[config.mk]
export PLATFORM = sky130hd
export DESIGN_NAME = wakeup_monitor
export DESIGN_NICKNAME = d
export VERILOG_FILES = /design/src/rtl/wim_pkg.sv /design/src/rtl/wim_sync.sv /design/src/rtl/wim_event.sv /design/src/rtl/wim_decode.sv /design/src/rtl/wakeup_monitor.sv
export SDC_FILE = /design/constraint.sdc
export NUM_CORES = 1
export LEC_CHECK = 0
export ABC_AREA = 1
export BUFFER_PORTS_ARGS = -buffer_cell sky130_fd_sc_hd__buf_2
export CAP_MARGIN = 20
export CORE_AREA = 2 2 212 214
export DETAILED_ROUTE_END_ITERATION = 10
export DIE_AREA = 0 0 214 216
export GPL_TIMING_DRIVEN = 0
export PLACE_DENSITY = 0.68
export SYNTH_ARGS = -nofsm -noshare
export SYNTH_HDL_FRONTEND = slang
export SYNTH_SLANG_ARGS = --single-unit
[constraint.sdc]
create_clock -name clk_i -period 1.6 [get_ports clk_i]
set_clock_uncertainty 0.2 [all_clocks]
set_input_delay 0.24 -clock clk_i [delete_from_list [all_inputs] [get_ports clk_i]]
set_output_delay 0.24 -clock clk_i [all_outputs]
set_load 0.005 [all_outputs]
[src/rtl/wim_pkg.sv]
package wim_pkg;
   localparam int WORD_W      = 32;
   localparam int NUM_BANKS   = 5;
   localparam int TIMER_WORDS = 2;

   typedef enum logic [2:0] {
      BANK_EN   = 3'd0,
      BANK_FALL = 3'd1,
      BANK_RISE = 3'd2,
      BANK_POL  = 3'd3,
      BANK_STAT = 3'd4
   } bank_e;

   function automatic int words_for(input int pins);
      return (pins + WORD_W - 1) / WORD_W;
   endfunction
endpackage

[src/rtl/wim_sync.sv]
module wim_sync #(
   parameter int W = 8
) (
   input  logic         clk_i,
   input  logic         rst_i,
   input  logic [W-1:0] d_i,
   output logic [W-1:0] cur_o,
   output logic [W-1:0] prev_o
);
   logic [W-1:0] meta_q, cur_q, prev_q;

   always_ff @(posedge clk_i) begin
      if (rst_i) begin
         meta_q <= '0;
         cur_q  <= '0;
         prev_q <= '0;
      end else begin
         meta_q <= d_i;
         cur_q  <= meta_q;
         prev_q <= cur_q;
      end
   end

   assign cur_o  = cur_q;
   assign prev_o = prev_q;
endmodule

[src/rtl/wim_event.sv]
module wim_event #(
   parameter int W = 8
) (
   input  logic [W-1:0] cur_i,
   input  logic [W-1:0] prev_i,
   input  logic [W-1:0] rise_i,
   input  logic [W-1:0] fall_i,
   input  logic [W-1:0] pol_i,
   output logic [W-1:0] evt_o
);
   for (genvar j = 0; j < W; j++) begin : g_pin
      logic up, down, lvl_mode, lvl_hit;
      assign up       = cur_i[j] & ~prev_i[j];
      assign down     = ~cur_i[j] & prev_i[j];
      assign lvl_mode = ~rise_i[j] & ~fall_i[j];
      assign lvl_hit  = ~(cur_i[j] ^ pol_i[j]);
      assign evt_o[j] = (rise_i[j] & up) | (fall_i[j] & down) | (lvl_mode & lvl_hit);
   end
endmodule

[src/rtl/wim_decode.sv]
module wim_decode #(
   parameter int ADDR_W = 8,
   parameter int NWORDS = 12
) (
   input  logic [ADDR_W-1:0] addr_i,
   output logic [NWORDS-1:0] hit_o
);
   logic [ADDR_W-3:0] word_idx;
   logic              unused_low;

   assign word_idx   = addr_i[ADDR_W-1:2];
   assign unused_low = ^addr_i[1:0];

   for (genvar k = 0; k < NWORDS; k++) begin : g_word
      assign hit_o[k] = (32'(word_idx) == 32'(k));
   end
endmodule

[src/rtl/wakeup_monitor.sv]
module wakeup_monitor #(
   parameter int NPINS  = 48,
   parameter int ADDR_W = 8
) (
   input  logic              clk_i,
   input  logic              rst_i,
   input  logic              we_i,
   input  logic [ADDR_W-1:0] addr_i,
   input  logic [31:0]       wdata_i,
   output logic [31:0]       rdata_o,
   input  logic [NPINS-1:0]  pins_i,
   output logic              wake_o
);
   import wim_pkg::*;

   localparam int STRIDE = words_for(NPINS);
   localparam int BITS   = STRIDE * WORD_W;
   localparam int NWORDS = TIMER_WORDS + NUM_BANKS * STRIDE;

   function automatic logic [BITS-1:0] pin_mask_f();
      logic [BITS-1:0] m;
      for (int j = 0; j < BITS; j++) m[j] = (j < NPINS);
      return m;
   endfunction
   localparam logic [BITS-1:0] PIN_MASK = pin_mask_f();

   if (NPINS < 1) begin : g_bad_pins
      $error("wakeup_monitor: NPINS must be at least 1");
   end
   if (ADDR_W < 3 || ADDR_W > 32) begin : g_bad_aw
      $error("wakeup_monitor: ADDR_W must lie in 3..32");
   end
   if (longint'(NWORDS) * 4 > (longint'(1) << ADDR_W)) begin : g_bad_map
      $error("wakeup_monitor: ADDR_W too small for the register map");
   end

   logic [NWORDS-1:0]             word_hit, wr_hit;
   logic [1:0][31:0]              timer_q;
   logic [NUM_BANKS-1:0][BITS-1:0] bank_q;
   logic [NPINS-1:0]              pin_cur, pin_prev, pin_evt;
   logic [BITS-1:0]               evt_ext;

   wim_decode #(.ADDR_W(ADDR_W), .NWORDS(NWORDS)) u_dec (
      .addr_i (addr_i),
      .hit_o  (word_hit)
   );
   assign wr_hit = word_hit & {NWORDS{we_i}};

   wim_sync #(.W(NPINS)) u_sync (
      .clk_i  (clk_i),
      .rst_i  (rst_i),
      .d_i    (pins_i),
      .cur_o  (pin_cur),
      .prev_o (pin_prev)
   );

   wim_event #(.W(NPINS)) u_evt (
      .cur_i  (pin_cur),
      .prev_i (pin_prev),
      .rise_i (bank_q[BANK_RISE][NPINS-1:0]),
      .fall_i (bank_q[BANK_FALL][NPINS-1:0]),
      .pol_i  (bank_q[BANK_POL][NPINS-1:0]),
      .evt_o  (pin_evt)
   );

   if (BITS > NPINS) begin : g_evt_pad
      assign evt_ext = {{(BITS-NPINS){1'b0}}, pin_evt};
   end else begin : g_evt_full
      assign evt_ext = pin_evt;
   end

   for (genvar t = 0; t < TIMER_WORDS; t++) begin : g_timer
      always_ff @(posedge clk_i) begin
         if (rst_i)          timer_q[t] <= '0;
         else if (wr_hit[t]) timer_q[t] <= wdata_i;
      end
   end

   for (genvar b = 0; b < NUM_BANKS; b++) begin : g_bank
      logic [BITS-1:0] wmask, wval, merged, nxt, reg_q;
      for (genvar i = 0; i < STRIDE; i++) begin : g_word
         assign wmask[i*WORD_W +: WORD_W] = {WORD_W{wr_hit[TIMER_WORDS + b*STRIDE + i]}};
         assign wval[i*WORD_W +: WORD_W]  = wdata_i;
      end
      assign merged = (reg_q & ~wmask) | (wval & wmask);

      if (b == int'(BANK_STAT)) begin : g_status
         assign nxt = (merged | (evt_ext & bank_q[BANK_EN])) & PIN_MASK;
      end else begin : g_plain
         assign nxt = merged & PIN_MASK;
      end

      always_ff @(posedge clk_i) begin
         if (rst_i) reg_q <= '0;
         else       reg_q <= nxt;
      end
      assign bank_q[b] = reg_q;
   end

   always_comb begin
      rdata_o = '0;
      for (int t = 0; t < TIMER_WORDS; t++)
         if (word_hit[t]) rdata_o |= timer_q[t];
      for (int b = 0; b < NUM_BANKS; b++)
         for (int i = 0; i < STRIDE; i++)
            if (word_hit[TIMER_WORDS + b*STRIDE + i])
               rdata_o |= bank_q[b][i*WORD_W +: WORD_W];
   end

   always_ff @(posedge clk_i) begin
      if (rst_i) wake_o <= 1'b0;
      else       wake_o <= |(bank_q[BANK_STAT] & bank_q[BANK_EN]);
   end
endmodule

==> metrics, run 1 <==
Final Instance Area 0.0252 mm^2; via count 21300; clk_lat worst skew 600 ps; most common cell after layout, fill and taps aside nor2_1; ranking of synthesized cells by area dfxtp_1, nand2_1, nor2_1; HP Start we_i; most frequent cells in the layout nor2_1, nand2_1, dfxtp_1; Finished Layout Cells 3942; Static Leakage approximately 11 nW; EDFF count, synth 0; # diodes 0; starting density of the core 44.6%; Synth Area in Compound Gates 10.2%; crit share post-route 132%; share of layout cells above drive strength 1 between 15 and 20%; syn_area_per_cell 6.51 um^2; Synth Cell Area 0.0196 mm^2; unrepaired setup endpoints after global routing yes; GR Util All Layers 32.8%; num ports between 100 and 150; FF-to-FF Start g_bank[4].reg_q[43]$_SDFF_PP0_; top_reg_cell synth dfxtp_1; final setup TNS -14030 ps; final slew viol count 0; Crit Path Max Fanout 8; Final #Nets about 3400; Setup crit end kind output port; Hold WC Path Type in -> reg; CP arrival 1670 ps; die width 214 um; DR WL/cell around 20 um; Chip Height 216 um; Worst EP required 1160 ps; XOR/XNOR share of the synthesized area 0%; register area share after synthesis around 46%; initial antenna violation count 1; Num CTS Buffers 48; DP Area around 0.021 mm^2; # rows 77; final-report hold violation count 0; global-route wire length before repair ~110000 um; Area Overhead vs Synth 28.5%; largest area contributor in the netlist dfxtp_1; Routed Wire Length just under 80000 um; CP Class in -> out; Post-DRT Antenna Nets 0; synthesized-area fraction occupied by adder cells 0%; status finished with violations; die area approximately 0.046 mm^2; post-synthesis mux area share 0%; slew margin rel. 41.2%; dpl cells roughly 3700; max_cap viols 0; GRT overflow 0; f_max 0.474 GHz; CTS root buffer clkbuf_16; share of the synthesized area in the top cell type roughly 46%; final setup fails 42; CTS H-Tree Depth 2; worst vdd ir between 0.0006 and 0.0007 V; drt first pass iters 6; Post-Syn Nets 3097; r2r endpoint wake_o$_SDFF_PP0_; IO buf count 120; Core Region between 0.04 and 0.05 mm^2; worst-case clock buffer depth 3; min cycle time layout around 2100 ps; drt drc 0; #FFs+latches synth 449; clk sinks around 450; Slew @ Worst Pin 882 ps; largest net degree at the start of global routing 14; synth warn 0; violated checks negative setup slack; CTS tree yes; Final GP Congestion 0.966; vias in the first global route 19700; pwr/cell area 995 mW/mm^2; HPWL Detailed 51400 um; Startpoint Class primary input; post-route setup slack -511 ps; post-synthesis cell count 3006; combinational family with the most area after synthesis simple AND/OR/NAND/NOR gates; synth unique cells 23; clk slew on worst S/H paths 60 ps; Worst Hold Depth 4; Async S/R FF share, synth 0%; DR vias/cell ~5.4; Initial DRC Count 2812; Post-Synth Simple-Gate Area 35.2%; R2R cell count 8; reg2reg setup slack -10 ps
## synthesized netlist by cell type (8+ instances only)
cell type / number
nand2_1: 755
nor2_1: 722
dfxtp_1: 449
inv_1: 264
o21ai_0: 261
nand3_1: 229
a21oi_1: 136
clkbuf_1: 94
buf_2: 44
buf_1: 8
inv_2: 8
nor2_4: 8
## per-layer routing
| metal | vias up | share of wire (%) | track usage, % |
|---|---|---|---|
| met5 | - | 0 | 0 |
| met3 | 287 | 11 | 6.38 |
| met1 | 9816 | 39 | 41.3 |
| met4 | 0 | 6.1 | 22.2 |
| li1 | 9949 | - | - |
| met2 | 1264 | 44 | 51.0 |
## area by class of cell
class / instances / area, um^2
clock buffers: 71 / 1420
repair buffers: 256 / 2180
flip-flops and latches: 449 / 8990
plain buffers: 154 / 1180
well taps: 592 / 741
fillers: 4107 / 18700
inverters: 273 / 1040
multi-input cells: 2130 / 9350
clock inverters: 17 / 246
## critical path, stage by stage
cell     delay, ps
buf_8          100
nor2_4         120
buf_12         170
nand2_8         90
nor2_4         140
buf_12         170
buf_12         150
nand2_1         60
nand2_1         70
nor2_1          50
nand3_1        140
buf_2          140
## through the flow
stage / utilization [%] / hold slack [ps] / power, mW / setup slack, ps
3_5_place_dp: 47.7 / 195 / 13.0 / -1180
6_report: 57.4 / 86.5 / 25.0 / -511
3_3_place_gp: 47.7 / 192 / 13.0 / -1230
5_1_grt: 57.4 / 97.6 / 25.7 / -506
4_1_cts: 56.1 / 35.5 / 25.0 / -419
2_1_floorplan: - / 147 / 12.4 / -6.99
## logic make-up after synthesis
family | Yosys count
AOI/OAI and AO/OA | 400
buffers and inverters | 427
DFF | 449
and+or+nand+nor | 1730
## power breakdown
group          leakage [nW]  internal (mW)  total, mW  switching [mW]
Combinational          7.03          0.569       1.63            1.06
Sequential             3.64           11.4       11.5           0.126
Clock                 0.813           7.10       11.9            4.78
Total                  11.5           19.1       25.0            5.96
## timing repair
action,in CTS,in global routing
setup buffers,34,13
endpoints found under the hold margin,192,0
setup endpoints to repair,329,289
hold buffers,80,0
pin swaps,56,46
cloned,7,6
gates resized for setup,215,197
## worst max path at each step
| stage | startpoint | to | slack, ps | cells past startpoint |
|---|---|---|---|---|
| after floorplan | addr_i[7] | rdata_o[14] | -7 | 8 |
| final | addr_i[7] | rdata_o[5] | -510 | 12 |
| after detailed placement | rst_i | u_sync.cur_o[45]$_SDFF_PP0_ | -1180 | 4 |
| after global routing | addr_i[7] | rdata_o[5] | -510 | 11 |
| after CTS | addr_i[6] | rdata_o[1] | -420 | 12 |
| after global placement | rst_i | u_sync.cur_o[45]$_SDFF_PP0_ | -1230 | 4 |
Note: power is estimated with default switching activity, not from simulation.
==> inputs of run 2 (changes only) <==
==> constraint.sdc (replaced) <==
create_clock -name clk_i -period 1.6 [get_ports clk_i]
set_clock_uncertainty 0.2 [all_clocks]
set_input_delay 0.08 -clock clk_i [delete_from_list [all_inputs] [get_ports clk_i]]
set_output_delay 0.08 -clock clk_i [all_outputs]
set_load 0.005 [all_outputs]
==> metrics, run 2 (synthesized netlist as in run 1, its figures left out) <==
Comb pwr share between 6 and 7%; post-route setup slack -174 ps; Final #Nets approximately 3500; via count 21400; Slew @ Worst Pin between 900 and 1000 ps; DR vias/cell between 5 and 6; GR Util All Layers 33.1%; clk_lat worst skew 600 ps; Crit Path Max Fanout 4; final setup fails 44; critical-path cell list nand2_1 > nand2_1 > nor2_2 > nand3_2 > buf_2; switching power total between 5 and 6 mW; sequential share of power 47.1%; Setup crit end kind output port; Worst EP required 1320 ps; slew margin rel. 36.8%; DR WL/cell around 20 um; num ports 124; Static Leakage 11.6 nW; Pint 18.5 mW; worst-case clock buffer depth 3; DP Area 0.0209 mm^2; status finished with violations; clock share of power 46.2%; die area 0.0462 mm^2; share of layout cells above drive strength 1 approximately a fifth; HPWL Detailed 52200 um; drt first pass iters 9; initial antenna violation count 1; most common cell after layout, fill and taps aside nor2_1; min cycle time layout around 1800 ps; pwr/cell area around 960 mW/mm^2; max_cap viols 0; final setup TNS -4340 ps; CP arrival roughly 1500 ps; overall power 24.4 mW; starting density of the core 44.6%; unrepaired setup endpoints after global routing yes; f_max 0.564 GHz; Crit path largest cell delay about 340 ps; final slew viol count 0; global-route wire length before repair 116000 um; Core Region around 0.044 mm^2; final-report hold violation count 0; clk sinks 449; Fill cells 4073; drt drc 0; most frequent cells in the layout nor2_1, nand2_1, dfxtp_1; Hold WC Path Type in -> reg; Chip Height 216 um; most frequent CP cell nand2_1; Routed Wire Length 80100 um; GRT overflow 0; Initial DRC Count 2344; # rows 77; Num CTS Buffers 49; Final Instance Area 0.0254 mm^2; WP buf/inv 1; CTS H-Tree Depth 2; CP Class reg -> out; Startpoint Class flip-flop; IO buf count 120; CTS root buffer clkbuf_16; Post-DRT Antenna Nets 0; switching part of the total around a quarter; largest net degree at the start of global routing 13; Top Family by Delay on Critical Path simple AND/OR/NAND/NOR gates; crit share post-route 111%; slowest stage cell on the critical path dfxtp_2; vias in the first global route 19700; clk slew on worst S/H paths 60 ps; die width 214 um; CTS tree yes; worst vdd ir 0.000792 V; Final GP Congestion roughly 1; violated checks negative setup slack; Area Overhead vs Synth 30.0%
run 2: worst paths after layout:
check,start,to,slack (ps),depth (start not counted)
setup / recovery,flip-flop,rdata_o[15],-170,5
hold / removal,pins_i[12],u_sync.meta_q[12]$_SDFF_PP0_,10,4
setup reg to reg,g_bank[4].reg_q[6]$_SDFF_PP0_,wake_o$_SDFF_PP0_,40,9
hold reg to reg,u_sync.meta_q[16]$_SDFF_PP0_,u_sync.cur_o[16]$_SDFF_PP0_,200,2
run 2: worst reg2reg max path, cell delays in order, from the launching register on:
cell     delay (ps)
dfxtp_2         330
buf_4           130
nand2_1          80
nand2_1          70
nor2_2          170
nand2_2         110
nor2_4          130
nand3_1          90
nand2_1          90
inv_1            50
run 2: cell type report:
type                       count  area (um^2)  share of cell area [%]
multi-input combinational   2130         9420                    37.0
buffer                       153         1030                    4.06
clock buffer                  75         1510                    5.92
antenna                        1         2.50                 0.00983
inverter                     273         1030                    4.06
timing repair buffer         309         2530                    9.95
clock inverter                 7         63.8                   0.251
tap                          592          741                    2.91
sequential                   449         9110                    35.8
run 2: through the flow:
step	cells	hold WS, ps	util [%]	setup WS [ps]
global placement	3718	79.6	47.7	-877
finish	3989	13.1	58.0	-174
floorplan	3006	-13.0	-	212
CTS	3947	3.66	55.6	-189
global route	3988	41.4	58.0	-234
detailed placement	3718	86.5	47.7	-892
run 2: repair_timing:
action / CTS / global route
setup buffers: 57 / 40
hold buffers: 89 / 0
cloned: 1 / 6
pin swaps: 53 / 90
setup endpoints to repair: 156 / 218
endpoints found under the hold margin: 339 / 0
gates resized for setup: 210 / 276
run 2: power groups by stage:
stage	Sequential (mW)	Clock, mW	Combinational (mW)
3_5_place_dp	11.8	0	1.28
5_1_grt	11.5	11.8	1.76
6_report	11.5	11.3	1.64
3_3_place_gp	11.7	0	1.26
4_1_cts	11.5	11.3	1.52
2_1_floorplan	11.7	0	0.698
run 2: metal layers:
metal	up-vias	GRT usage [%]	wire, um
met5	-	0	0
met4	0	20.0	4930
met3	306	7.44	8830
met2	1213	52.8	35600
met1	9828	40.8	30700
li1	10100	-	-
==> inputs of run 3 (changes only) <==
--- a/config.mk
+++ b/config.mk
@@ -12,7 +12,6 @@
 export DETAILED_ROUTE_END_ITERATION = 10
 export DIE_AREA = 0 0 214 216
 export GPL_TIMING_DRIVEN = 0
-export PLACE_DENSITY = 0.68
 export SYNTH_ARGS = -nofsm -noshare
 export SYNTH_HDL_FRONTEND = slang
 export SYNTH_SLANG_ARGS = --single-unit
==> metrics, run 3 (synthesized netlist as in run 1, its figures left out) <==
CP Class in -> out; min cycle time layout 1810 ps; clk slew on worst S/H paths around 70 ps; worst-case clock buffer depth 3; Routed Wire Length 81600 um; final slew viol count 0; CTS tree yes; HP Start we_i; largest net degree at the start of global routing 14; sequential share of power a little under half; switching part of the total 24.6%; violated checks negative hold slack, negative setup slack; Final Instance Area 0.0259 mm^2; drt drc 0; share of layout cells above drive strength 1 20.8%; clk_lat worst skew 610 ps; Min Hold Slack -38.4 ps; via count 21500; initial antenna violation count 3; Hold WC Path Type in -> reg; GRT overflow 0; dpl cells 3718; FF-to-FF Start g_bank[4].reg_q[43]$_SDFF_PP0_; Crit Path Max Fanout 10; CP arrival 1530 ps; unrepaired setup endpoints after global routing yes; max_cap viols 0; status finished with violations; slew margin rel. 33.2%; clock share of power between 40% and 50%; Top Family by Delay on Critical Path buffers and inverters; DR WL/cell 20.3 um; r2r endpoint wake_o$_SDFF_PP0_; Startpoint Class primary input; crit share post-route 113%; final-report hold violation count 7; most frequent cells in the layout nor2_1, nand2_1, dfxtp_1; # rows 77; HPWL Detailed between 50000 and 60000 um; Chip Height 216 um; num ports 124; die width 214 um; vias in the first global route 20200; Comb pwr share 6.7%; slowest stage cell on the critical path nor2_4; reg2reg setup slack 20 ps; Setup crit end kind output port; Core Region 0.0438 mm^2; R2R cell count 8; Static Leakage 11.8 nW; global-route wire length before repair 118000 um; Post-DRT Antenna Nets 0; worst vdd ir 0.000751 V; clk sinks roughly 450; critical-path cell list buf_8 > nor2_4 > buf_12 > nand2_8 > nor2_4 > buf_12 > buf_12 > nand2_1 > nand2_1 > inv_1 > nand3_1 > buf_2; Worst Hold Depth 6; most frequent CP cell buf_12; DR vias/cell ~5.3; Crit path largest cell delay 220 ps; drt first pass iters 6; starting density of the core 44.6%; final setup fails 47; pwr/cell area 952 mW/mm^2; Initial DRC Count 2388; Hold Path End timer_q[25]$_SDFFE_PP0P_; Layout Utilization between 50% and 60%; switching power total 6.05 mW; WP buf/inv 6; Num CTS Buffers 49; Final GP Congestion 0.923; post-route setup slack -214 ps; CTS root buffer clkbuf_16; Slew @ Worst Pin 1000 ps; Worst EP required 1320 ps; most common cell after layout, fill and taps aside nor2_1; Final #Nets 3479; Finished Layout Cells 4019; f_max 0.551 GHz; Area Overhead vs Synth 32.3%; IO buf count 120; Pint between 15 and 20 mW; DP Area 0.0209 mm^2; die area ~0.046 mm^2; CTS H-Tree Depth 2; setup slack at placement -885 ps; GR Util All Layers 33.8%
## run 3: cell types whose count changed in the layout (fill, tap and decap cells not counted), moves of 6 or more
cell      before  now
dfxtp_2       75  112
inv_1        236  230
dfxtp_4        8    2
clkinv_2       5   13
a21oi_1      128  122
dfxtp_1      366  335
## run 3: tightest hold or removal path, delay by kind of cell
family	cells	cell delay (ps)
AO/OA/AOI/OAI	2	210
AND/OR/NAND/NOR	1	60
buffers and inverters	3	380
## run 3: worst max-delay path by stage
stage	startpoint	to	slack (ps)	cells after the start
after detailed placement	addr_i[7]	flip-flop	-880	8
after CTS	flip-flop	rdata_o[14]	-200	5
after global routing	addr_i[7]	rdata_o[22]	-250	12
after global placement	addr_i[7]	flip-flop	-880	8
after floorplan	addr_i[7]	g_bank[4].reg_q[38]$_SDFF_PP0_	210	9
final	addr_i[7]	rdata_o[22]	-210	12
## run 3: final cells by class
| cell class | count | area (um^2) |
|---|---|---|
| fillers | 4066 | 17900 |
| multi-input cells | 2130 | 9460 |
| flip-flops and latches | 449 | 9140 |
| repair buffers | 331 | 2860 |
| clock buffers | 72 | 1420 |
| plain buffers | 154 | 1070 |
| inverters | 273 | 1040 |
| well taps | 592 | 741 |
| clock inverters | 17 | 163 |
| diodes | 1 | 2.50 |
## run 3: repair_timing
| item | CTS | global route |
|---|---|---|
| gates resized for setup | 284 | 257 |
| pin swaps | 90 | 76 |
| setup buffers | 85 | 29 |
| hold endpoints to repair | 343 | 0 |
| cloned | 6 | 7 |
| hold buffers | 93 | 0 |
| setup endpoints to repair | 170 | 214 |
## run 3: stage by stage
stage	TNS (ps)	power [mW]
2_1_floorplan	0	12.4
3_3_place_gp	-233060	13.0
3_5_place_dp	-244500	13.0
4_1_cts	-4110	24.6
5_1_grt	-6570	25.3
6_report	-5250	24.6
## run 3: power by group through the flow
stage	combinational, mW	clock [mW]	sequential, mW
3_5_place_dp	1.27	0	11.8
6_report	1.66	11.5	11.5
3_3_place_gp	1.25	0	11.8
4_1_cts	1.54	11.5	11.5
2_1_floorplan	0.698	0	11.7
5_1_grt	1.78	12.0	11.5
## run 3: metal layers
layer  track usage [%]  wire length, um  vias up
li1                  -                -    10100
met1              42.0            31300     9871
met2              53.6            35600     1190
met3              6.99             8920      328
met4              21.4             5710        2
met5                 0               13        -
